<file path="config.mk">
export PLATFORM = sky130hd
export DESIGN_NAME = wr_pulse_guard
export DESIGN_NICKNAME = d
export VERILOG_FILES = /design/src/rtl/wpg_pkg.sv /design/src/rtl/wpg_edge_counter.sv /design/src/rtl/wpg_len_table.sv /design/src/rtl/wpg_judge.sv /design/src/rtl/wr_pulse_guard.sv
export SDC_FILE = /design/constraint.sdc
export NUM_CORES = 1
export LEC_CHECK = 0
export ABC_AREA = 1
export BUFFER_PORTS_ARGS = -buffer_cell sky130_fd_sc_hd__buf_2
export CORE_AREA = 2 2 39 41
export DETAILED_ROUTE_END_ITERATION = 6
export DIE_AREA = 0 0 41 43
export PLACE_DENSITY = 0.78
export SYNTH_ARGS = -nofsm -noshare
export SYNTH_HDL_FRONTEND = slang
export SYNTH_SLANG_ARGS = --single-unit
</file>
<file path="constraint.sdc">
create_clock -name clk -period 4.5 [get_ports clk]
set_input_delay 1.125 -clock clk [delete_from_list [all_inputs] [get_ports clk]]
set_output_delay 1.125 -clock clk [all_outputs]
set_load 0.05 [all_outputs]
</file>
<file path="src/rtl/wpg_pkg.sv">
// Shared command encoding for the clock-count write guard.
// Assumes the decoder presents one of these codes on cmd_class.
package wpg_pkg;
    typedef enum logic [2:0] {
        CMD_NONE   = 3'd0,
        CMD_READ   = 3'd1,
        CMD_WRITE  = 3'd2,
        CMD_ERASE  = 3'd3,
        CMD_ER_ALL = 3'd4,
        CMD_WR_ALL = 3'd5,
        CMD_WR_EN  = 3'd6,
        CMD_WR_DIS = 3'd7
    } cmd_e;
endpackage

</file>
<file path="src/rtl/wpg_edge_counter.sv">
// Counts serial clock edges from the start bit until chip select drops.
// Assumes start_seen coincides with the sclk_rise strobe of the start bit.
// The count saturates at all-ones and clears whenever cs is low.
module wpg_edge_counter #(
    parameter int CNT_W = 5
) (
    input  logic             clk,
    input  logic             rst_n,
    input  logic             cs,
    input  logic             sclk_rise,
    input  logic             start_seen,
    output logic [CNT_W-1:0] cnt,
    output logic             armed
);
    localparam logic [CNT_W-1:0] SAT = '1;

    // Load on start bit, then saturating increment per serial edge.
    always_ff @(posedge clk) begin
        if (!rst_n || !cs) begin
            cnt   <= '0;
            armed <= 1'b0;
        end else if (sclk_rise) begin
            if (!armed && start_seen) begin
                cnt   <= CNT_W'(1);
                armed <= 1'b1;
            end else if (armed && cnt != SAT) begin
                cnt <= cnt + CNT_W'(1);
            end
        end
    end


    sat_hold_chk: assert property (@(posedge clk) disable iff (!rst_n)
        (cs && cnt == SAT) |=> (cnt == SAT || cnt == '0));


    cs_clear_chk: assert property (@(posedge clk) disable iff (!rst_n)
        !cs |=> (cnt == '0 && !armed));
endmodule

</file>
<file path="src/rtl/wpg_len_table.sv">
// Gives the exact frame length each command must have, per organization,
// and whether the command is judged at all. Purely combinational.
module wpg_len_table
    import wpg_pkg::*;
#(
    parameter int OP_W   = 2,
    parameter int AW_X8  = 9,
    parameter int AW_X16 = 8,
    parameter int DW_X8  = 8,
    parameter int DW_X16 = 16,
    parameter int CNT_W  = 5
) (
    input  cmd_e             cls,
    input  logic             org,
    output logic             judged,
    output logic [CNT_W-1:0] exp_len
);
    localparam int HDR_X8  = 1 + OP_W + AW_X8;
    localparam int HDR_X16 = 1 + OP_W + AW_X16;

    // Pick the header-only or header-plus-data length.
    always_comb begin
        judged  = 1'b0;
        exp_len = '0;
        unique case (cls)
            CMD_ERASE, CMD_ER_ALL: begin
                judged  = 1'b1;
                exp_len = org ? CNT_W'(HDR_X16) : CNT_W'(HDR_X8);
            end
            CMD_WRITE, CMD_WR_ALL: begin
                judged  = 1'b1;
                exp_len = org ? CNT_W'(HDR_X16 + DW_X16) : CNT_W'(HDR_X8 + DW_X8);
            end
            default: begin
                judged  = 1'b0;
                exp_len = '0;
            end
        endcase
    end
endmodule

</file>
<file path="src/rtl/wpg_judge.sv">
// Detects the chip select fall and issues the execute or reject pulse.
// Assumes cnt/armed still hold the frame's values in the first cs-low cycle.
module wpg_judge
    import wpg_pkg::*;
#(
    parameter int OP_W   = 2,
    parameter int AW_X8  = 9,
    parameter int AW_X16 = 8,
    parameter int DW_X8  = 8,
    parameter int DW_X16 = 16,
    parameter int CNT_W  = 5
) (
    input  logic             clk,
    input  logic             rst_n,
    input  logic             cs,
    input  cmd_e             cls,
    input  logic             org,
    input  logic [CNT_W-1:0] cnt,
    input  logic             armed,
    output logic             exec_p,
    output logic             reject_p
);
    logic             cs_q;
    cmd_e             cls_q;
    logic             org_q;
    logic             judged;
    logic [CNT_W-1:0] exp_len;
    logic             cs_fall;

    // Hold command and organization as seen in the last cs-high cycle.
    always_ff @(posedge clk) begin
        if (!rst_n) begin
            cs_q  <= 1'b0;
            cls_q <= CMD_NONE;
            org_q <= 1'b0;
        end else begin
            cs_q <= cs;
            if (cs) begin
                cls_q <= cls;
                org_q <= org;
            end
        end
    end

    wpg_len_table #(
        .OP_W(OP_W), .AW_X8(AW_X8), .AW_X16(AW_X16),
        .DW_X8(DW_X8), .DW_X16(DW_X16), .CNT_W(CNT_W)
    ) len_i (
        .cls(cls_q), .org(org_q), .judged(judged), .exp_len(exp_len)
    );

    assign cs_fall = cs_q && !cs;

    // Register the verdict for one cycle after the cs fall.
    always_ff @(posedge clk) begin
        if (!rst_n) begin
            exec_p   <= 1'b0;
            reject_p <= 1'b0;
        end else begin
            exec_p   <= cs_fall && armed && judged && (cnt == exp_len);
            reject_p <= cs_fall && armed && judged && (cnt != exp_len);
        end
    end


    excl_pulse_chk: assert property (@(posedge clk) disable iff (!rst_n)
        !(exec_p && reject_p));


    single_cycle_chk: assert property (@(posedge clk) disable iff (!rst_n)
        (exec_p || reject_p) |=> !(exec_p || reject_p));


    after_fall_chk: assert property (@(posedge clk) disable iff (!rst_n)
        (exec_p || reject_p) |-> (!$past(cs) && $past(cs_q)));


    judged_only_chk: assert property (@(posedge clk) disable iff (!rst_n)
        (exec_p || reject_p) |-> $past(judged));
endmodule

</file>
<file path="src/rtl/wr_pulse_guard.sv">
// Top of the clock-count write guard: counts serial edges per frame and
// grants or refuses array-modifying commands at chip select deassertion.
// Assumes all inputs are synchronous to clk.
module wr_pulse_guard #(
    parameter int OP_W   = 2,
    parameter int AW_X8  = 9,
    parameter int AW_X16 = 8,
    parameter int DW_X8  = 8,
    parameter int DW_X16 = 16
) (
    input  logic       clk,
    input  logic       rst_n,
    input  logic       sclk_rise,
    input  logic       cs,
    input  logic       start_seen,
    input  logic [2:0] cmd_class,
    input  logic       org,
    output logic       exec_p,
    output logic       reject_p
);
    import wpg_pkg::*;

    localparam int LEN_X8  = 1 + OP_W + AW_X8 + DW_X8;
    localparam int LEN_X16 = 1 + OP_W + AW_X16 + DW_X16;
    localparam int LEN_MAX = (LEN_X8 > LEN_X16) ? LEN_X8 : LEN_X16;
    localparam int CNT_W   = $clog2(LEN_MAX + 2);

    logic [CNT_W-1:0] cnt;
    logic             armed;
    cmd_e             cls;

    assign cls = cmd_e'(cmd_class);

    wpg_edge_counter #(.CNT_W(CNT_W)) cnt_i (
        .clk(clk), .rst_n(rst_n), .cs(cs), .sclk_rise(sclk_rise),
        .start_seen(start_seen), .cnt(cnt), .armed(armed)
    );

    wpg_judge #(
        .OP_W(OP_W), .AW_X8(AW_X8), .AW_X16(AW_X16),
        .DW_X8(DW_X8), .DW_X16(DW_X16), .CNT_W(CNT_W)
    ) judge_i (
        .clk(clk), .rst_n(rst_n), .cs(cs), .cls(cls), .org(org),
        .cnt(cnt), .armed(armed), .exec_p(exec_p), .reject_p(reject_p)
    );
endmodule

</file>
After elaboration in Yosys (flattened, before gate mapping)

Index checks and enable logic that the tools add are counted.

Register bits after elaboration: 13
Input port bits: 9
Output and inout port bits: 2
Word-level logic and storage cells: 38

Add/sub/neg operators: 1
Equality and inequality tests: 7
Mux-type cells: 6
Reduce and logical (&&, ||, !) cells: 17

Operators with widths:

| kind                                                            | number |
|---|---|
| 5-bit 2-to-1 mux                                                | 2 |
| 5-bit case mux with 2 select lines                              | 1 |
| 1-bit logical AND                                               | 7 |
| 3-bit by 2-bit == test with 1-bit output, second input constant | 2 |
| 3-bit == test, second input constant                            | 2 |
| 5-bit by 1-bit adder with 5-bit output, second input constant   | 1 |
| 5-bit == test                                                   | 1 |
| 5-bit inequality test                                           | 1 |
| 5-bit inequality test, second input constant                    | 1 |
| 4-bit 2-to-1 mux                                                | 1 |
| 2-bit AND reduction                                             | 2 |
| 2-bit OR reduction                                              | 2 |
| 4-bit OR reduction                                              | 1 |
| 1-bit logical NOT                                               | 3 |
| 3-bit 2-to-1 mux                                                | 1 |
| 2-bit nonzero test                                              | 1 |
| 1-bit logical OR                                                | 1 |
| 1-bit 2-to-1 mux                                                | 1 |

Depth between registers and ports, before layout

Gate-level depths: netlist of the first run.

Depth in word-level cells: 5
Gate-level depth with buffers: 11
Mapped depth without buffers: 11

Hierarchy

From an unflattened synthesis of the first run, not the netlist that was laid out.

Cell total of the unflattened synthesis: 132
Area, all modules: 843.3 µm²

Modules (own cells, without submodules):

| module           | times used | cells an instance | area an instance (µm²) | seq. area each (µm²) |
|---|---|---|---|---|
| wpg_judge        | 1          | 62                | 384.1                  | 140.1 |
| wpg_edge_counter | 1          | 50                | 352.8                  | 120.1 |
| wpg_len_table    | 1          | 20                | 106.4                  | 0.0 |

Least setup slack after synthesis of the first run

No wires, ideal clock.

Path type: in2reg
Start point: input port start_seen
End point: register cnt_i.cnt[2]
Setup time: 0.121 ns
Arrival: 1.726 ns
Data required time: 4.379 ns
Path slack: 2.653 ns
Stages on the path: 5
Path buffers: 1
Path through: nand3_1 > and2_1 > buf_6 > nor3_1 > nor3_2

Cells in the longest elaborated chain, start to end: 3
Elaborated cells between the ends (all ways): 4
Classes of those cells: 1 x mux; 3 x reduce/logical

RTL lines:

| what                                 | RTL line               | source |
|---|---|---|
| from (decl)                          | wr_pulse_guard.sv:15   | `input logic start_seen,` |
| 1-bit logical AND *                  | wpg_edge_counter.sv:23 | `if (!armed && start_seen) begin` |
| 2-bit nonzero test (no source line)  | --                     |  |
| 2-bit AND reduction (no source line) | --                     |  |
| to (signal assigned)                 | wpg_edge_counter.sv:27 | `cnt <= cnt + CNT_W'(1);` |
| to (decl)                            | wpg_edge_counter.sv:12 | `output logic [CNT_W-1:0] cnt,` |

Every way passes the cells marked *; elsewhere a longest branch is shown, timed or not.
A chain may end at the register's enable or synchronous reset.

Final worst setup path of the first run

Start point: register judge_i.exec_p
End point: output port exec_p

RTL lines:

| what                   | RTL line             | source |
|---|---|---|
| from (decl)            | wpg_judge.sv:20      | `output logic exec_p,` |
| from (signal assigned) | wpg_judge.sv:60      | `exec_p <= cs_fall && armed && judged && (cnt == exp_len);` |
| to (decl)              | wr_pulse_guard.sv:18 | `output logic exec_p,` |

No word-level cell between the ends.

==> impl_metrics.tcl, run 1 <==
set metrics [dict create \
    outcome "completed" \
    cp_num_buf_inv 1 \
    n_antenna_cell 0 \
    syn_area_per_cell_um2 6.86 \
    holdPathStages 1 \
    maxCapViolCount 0 \
    crit_type "flip-flop to output port" \
    synth.top_cell.area_share 0.358 \
    crit_fanout 1 \
    routed_via_density 4.98 \
    max_freq_mhz 511 \
    synth_edf_count 0 \
    leakagePower_nw 0.381 \
    post-route-period-util 0.435 \
    drt_iter0_markers 6 \
    rsz0062_at_grt "no" \
    vdd_drop_max_mv 0.209 \
    cp_cell_sequence "buf_2" \
    worst-slew-pin-transition_ps 261 \
    yosysWarnings 0 \
    period_minus_slack_ps 1960 \
    r2r_start "cnt_i.cnt[0]$_SDFFE_PP0P_" \
    startpoint_type "flip-flop" \
    antenna_left 0 \
    ff2ff_path_depth 10 \
    cts.repair.resized 0 \
    hold_viol 0 \
    portBuffers 10 \
    grt_max_degree 9 \
    ys.flop_type "dfxtp_1" \
    die_area_um2 1760 \
    ctsHoldBuffers 0 \
    synth_area_um2 727 \
    crit_family "flip-flops" \
    place_ws_ps 2500 \
    min_path_type "flip-flop to flip-flop" \
    crit_arrival_ps 830 \
    yosysMostFrequentCell "nand2_1" \
    n_fill_cell 135 \
    vias 672 \
    max_stage_delay_ps 310 \
    hold-path-endpoint "cnt_i.cnt[3]$_SDFFE_PP0P_" \
    overflow 0 \
    gr-usage-all-layers 0.198 \
    synthArstFlopShare 0 \
    synth_nets 117 \
    antenna_found_initial 0 \
    skew_ps 4.88 \
    die_h_um 43 \
    clk_pin_slew_ps 90 \
    htree_levels 1 \
    synth_cells 106 \
    cp_slowest_cell "dfxtp_1" \
    ioPinCount 11 \
    grt_pass1_wl_um 2310 \
    nNetsFinal 131 \
    synth-seq-cells 13 \
    finalWorstSetupSlack_ps 2540 \
    regArea_um2 260 \
    start_util 0.525 \
    dr.pass1.iters 4 \
    clock_sinks 13 \
    drv_slew 0 \
    end_kind "output port" \
    wl_per_cell_um 10.1 \
    hold_start "cnt_i.cnt[3]$_SDFFE_PP0P_" \
    cts_tree "built" \
    numCtsBuffers 3 \
    multiInputGateArea_um2 392 \
    required_ps 3380 \
    grt_pass1_vias 610 \
    drc 0 \
    tns_ps 0 \
    setup_viol 0 \
    hpwl_um 1120 \
    row_count 14 \
    synthTopCellsByCount "nand2_1, dfxtp_1, inv_1" \
    power.density_nw_per_um2 284 \
    die-width_um 41 \
    worst_skew_pair.late_latency_ps 280 \
    cts_root_buf "clkbuf_4" \
    routabilityCongestion 0.808 \
    postCtsSetupBuffers 0 \
    drive_above_1_share 0.244 \
    synth_top_area_cell "dfxtp_1" \
    synth_seq_area_share 0.358 \
    r2r_end "cnt_i.cnt[2]$_SDFFE_PP0P_" \
    maxSlewHeadroom 0.826 \
    core_area_um2 1380 \
    ys_top_cells_by_area "dfxtp_1, nand2_1, nand3_1" \
    rrSetupSlack_ps 2750 \
    clk_path_buf_depth 2 \
    drt-total-wl_um 1360 \
    syn_to_final_growth_pct 11.9 \
    yosys.cell_types.count 21 \
]
[cell usage in the layout (no fill, tap or decap)]
cell and count:
buf_2 10, o21ai_2 1, ha_1 2, nor2_4 2, nor2_1 7, inv_1 13, a21oi_1 5, clkinv_2 1
nand2_1 26, nor3_1 2, nor2_2 1, nand2_2 4, nand3b_1 1, inv_2 4, and2_1 1, nand3_1 11
dfxtp_1 13, nand4_1 1, o21ai_1 2, nand3_2 2, o21ai_0 6, clkbuf_4 3, nor3_2 1
[state kept, by name, indices dropped and copies added, names as in the netlist]
register,flops
judge_i.reject_p,1
cnt_i.armed,1
judge_i.exec_p,1
judge_i.cs_q,1
judge_i.cls_q,3
cnt_i.cnt,5
judge_i.org_q,1
[how the worst max path moves through the flow]
stage,startpoint,end,slack [ps],cells after the start
2_1_floorplan,start_seen,cnt_i.cnt[2]$_SDFFE_PP0P_,2650,5
5_1_grt,judge_i.exec_p$_SDFF_PN0_,exec_p,2480,1
4_1_cts,judge_i.exec_p$_SDFF_PN0_,exec_p,2530,1
3_3_place_gp,sclk_rise,cnt_i.cnt[2]$_SDFFE_PP0P_,2560,6
3_5_place_dp,sclk_rise,cnt_i.cnt[2]$_SDFFE_PP0P_,2500,6
6_report,judge_i.exec_p$_SDFF_PN0_,exec_p,2540,1
[where the power goes]
| part | total (mW) | switching [mW] | internal (mW) |
|---|---|---|---|
| registers | 0.123 | 0.00412 | 0.119 |
| clock network | 0.0739 | 0.0410 | 0.0329 |
| logic | 0.0343 | 0.0213 | 0.0131 |
| total | 0.231 | 0.0664 | 0.165 |
[routing by layer]
layer  vias to the layer above  share of wire  track usage
met1                       292           0.47        0.217
li1                        368              -            -
met5                         -              0            0
met2                        10           0.49        0.322
met3                         2          0.028       0.0471
met4                         0          0.011        0.120
[stage by stage]
stage / util / power (mW) / hold WS, ps / instances / cell area (µm²)
2_1_floorplan: - / 0.152 / 447 / 106 / 727
3_3_place_gp: 0.568 / 0.158 / 479 / 131 / 786
3_5_place_dp: 0.568 / 0.160 / 478 / 131 / 786
4_1_cts: 0.588 / 0.234 / 499 / 135 / 813
5_1_grt: 0.588 / 0.243 / 544 / 135 / 813
6_report: 0.588 / 0.231 / 506 / 135 / 813
[final cells by class]
type	instances	share of cell area
multi-input combinational	75	0.482
inverter	17	0.0785
clock buffer	3	0.0277
timing repair buffer	10	0.0615
tap	16	0.0246
clock inverter	1	0.00615
sequential	13	0.320
[cell families (layout without fill, tap and decap cells)]
kind of cell | after synthesis | after routing | synth area share
adders and majority gates | 2 | 2 | 0.0344
DFF | 13 | 13 | 0.358
buffers and inverters | 18 | 31 | 0.103
AOI/OAI and AO/OA | 14 | 14 | 0.102
and+or+nand+nor | 59 | 59 | 0.403
Note: power is estimated with default switching activity, not from simulation.
==> inputs of run 2 (changes only) <==
Settings changed: CORE_AREA 2 2 39 41 to not set, CORE_UTILIZATION set to 48, DIE_AREA 0 0 41 43 to not set, PLACE_DENSITY 0.78 to 0.73.
Clock period 4.5 ns to 1.7 ns, I/O delays scaled along.
==> run 2 against run 1 <==
Global-route usage up 0.14 points; count of clock-buffer cells in the layout unchanged; highest routed layer unchanged; worst hold slack lost 160 ps; sequential power increased to 2.6 times the previous value; sequential share of layout area down 0.52 points.
==> impl_metrics.tcl, run 2 (synthesis gave the netlist of run 1 again) <==
set metrics [dict create \
    drive_above_1_share 0.283 \
    cts_root_buf "clkbuf_4" \
    hold_viol 0 \
    worst-slew-pin-transition_ps 246 \
    final_cell_mix "nand2_1, inv_1, dfxtp_1" \
    internal-power_mw 0.437 \
    n_fill_cell 130 \
    end_kind "flip-flop" \
    vias 679 \
    die-width_um 40.9 \
    top_regs "cnt_i.cnt: 5 flops, judge_i.cls_q: 3 flops" \
    dr.pass1.iters 4 \
    power.total_mw 0.613 \
    place_ws_ps -8.27 \
    maxCapViolCount 0 \
    drv_slew 0 \
    power.density_nw_per_um2 738 \
    post-route-period-util 0.930 \
    htree_levels 1 \
    crit_fanout 6 \
    routabilityCongestion 0.750 \
    wl_per_cell_um 9.98 \
    routed_via_density 5.03 \
    period_minus_slack_ps 1580 \
    max_freq_mhz 632 \
    cp_num_buf_inv 1 \
    hold_start "cmd_class[2]" \
    crit_type "flip-flop to flip-flop" \
    p_switching_mw 0.176 \
    clk_path_buf_depth 2 \
    antenna_left 0 \
    post-route-util 0.615 \
    path_common_cell "nor3_2" \
    grt_pass1_wl_um 2130 \
    grt_pass1_vias 535 \
    p_comb_frac 0.152 \
    min_path_type "primary input to flip-flop" \
    drt-total-wl_um 1350 \
    rsz0062_at_grt "no" \
    crit_family "simple AND/OR/NAND/NOR gates" \
    row_count 13 \
    top_register "cnt_i.cnt" \
    rrSetupSlack_ps 120 \
    outcome "completed" \
    finalWorstSetupSlack_ps 119 \
    worst_skew_pair.late_latency_ps 280 \
    core_area_um2 1350 \
    clock_sinks 13 \
    die_h_um 40.9 \
    maxSlewHeadroom 0.837 \
    n_antenna_cell 0 \
    crit_arrival_ps 1760 \
    final_common_cell "nand2_1" \
    syn_to_final_growth_pct 14.3 \
    crit_start "cnt_i.cnt[0]$_SDFFE_PP0P_" \
    grt_max_degree 9 \
    fin_hold_ws_ps 350 \
    clkPwrFrac 0.318 \
    drt_iter0_markers 3 \
    start_util 0.538 \
    die_area_um2 1670 \
    max_stage_delay_ps 340 \
    numCtsBuffers 3 \
    ioPinCount 11 \
    overflow 0 \
    cp_slowest_cell "dfxtp_2" \
    ctsHoldBuffers 0 \
    cp_cell_sequence "ha_1 -> inv_1 -> nor3_2 -> ha_2 -> nor2_4 -> nand2_1 -> and2_4 -> nor3_1 -> nor3_2" \
    cts_tree "built" \
    switching_share 0.287 \
    vdd_drop_max_mv 0.504 \
    drc 0 \
    startpoint_type "flip-flop" \
    portBuffers 10 \
    largest_reg_flops 5 \
    required_ps 1870 \
    leakagePower_nw 0.387 \
    skew_ps 2.55 \
    antenna_found_initial 0 \
    nNetsFinal 132 \
    power_frac_seq 0.530 \
    tns_ps 0 \
    r2r_start "cnt_i.cnt[0]$_SDFFE_PP0P_" \
    clk_pin_slew_ps 80 \
    hpwl_um 1130 \
    gr-usage-all-layers 0.200 \
    setup_viol 0 \
]
## run 2: worst register-to-register path: stages (launching register included)
cell and delay, ps:
dfxtp_2 340, ha_1 190, inv_1 100, nor3_2 50
ha_2 200, nor2_4 100, nand2_1 70, and2_4 170
nor3_1 190, nor3_2 70
## run 2: area by class of cell
class | count | area (µm²) | share of cell area
clock inverter | 1 | 5.00 | 0.00602
sequential | 13 | 262 | 0.315
timing repair buffer | 11 | 57.6 | 0.0693
clock buffer | 3 | 22.5 | 0.0271
inverter | 17 | 63.8 | 0.0768
tap | 15 | 18.8 | 0.0226
multi-input combinational | 75 | 402 | 0.483
## run 2: what timing repair did
item,CTS,global route
endpoints found under the setup margin,2,3
resized for setup,1,4
setup buffers,0,0
pin swaps,0,1
## run 2: path summary, 6_finish.rpt
kind                                         to  cells after the start
setup / recovery      cnt_i.cnt[2]$_SDFFE_PP0P_                      9
hold / removal    judge_i.cls_q[2]$_SDFFE_PN0P_                      3
setup reg to reg      cnt_i.cnt[2]$_SDFFE_PP0P_                      9
hold reg to reg       cnt_i.cnt[3]$_SDFFE_PP0P_                      1
## run 2: stage by stage
stage	cells	cell area [µm²]
floorplan	106	727
global placement	131	792
detailed placement	131	792
CTS	135	821
global route	135	831
finish	135	831
## run 2: per-layer routing
layer	track usage	wire (µm)
met3	0.0489	41
met1	0.248	684
met2	0.316	596
met4	0.100	24
met5	0	0
## run 2: power groups by stage
stage	registers (mW)	clock network (mW)	logic [mW]
detailed placement	0.332	0	0.0927
finish	0.325	0.195	0.0933
floorplan	0.330	0	0.0724
CTS	0.325	0.196	0.0932
global placement	0.331	0	0.0897
global route	0.327	0.208	0.109
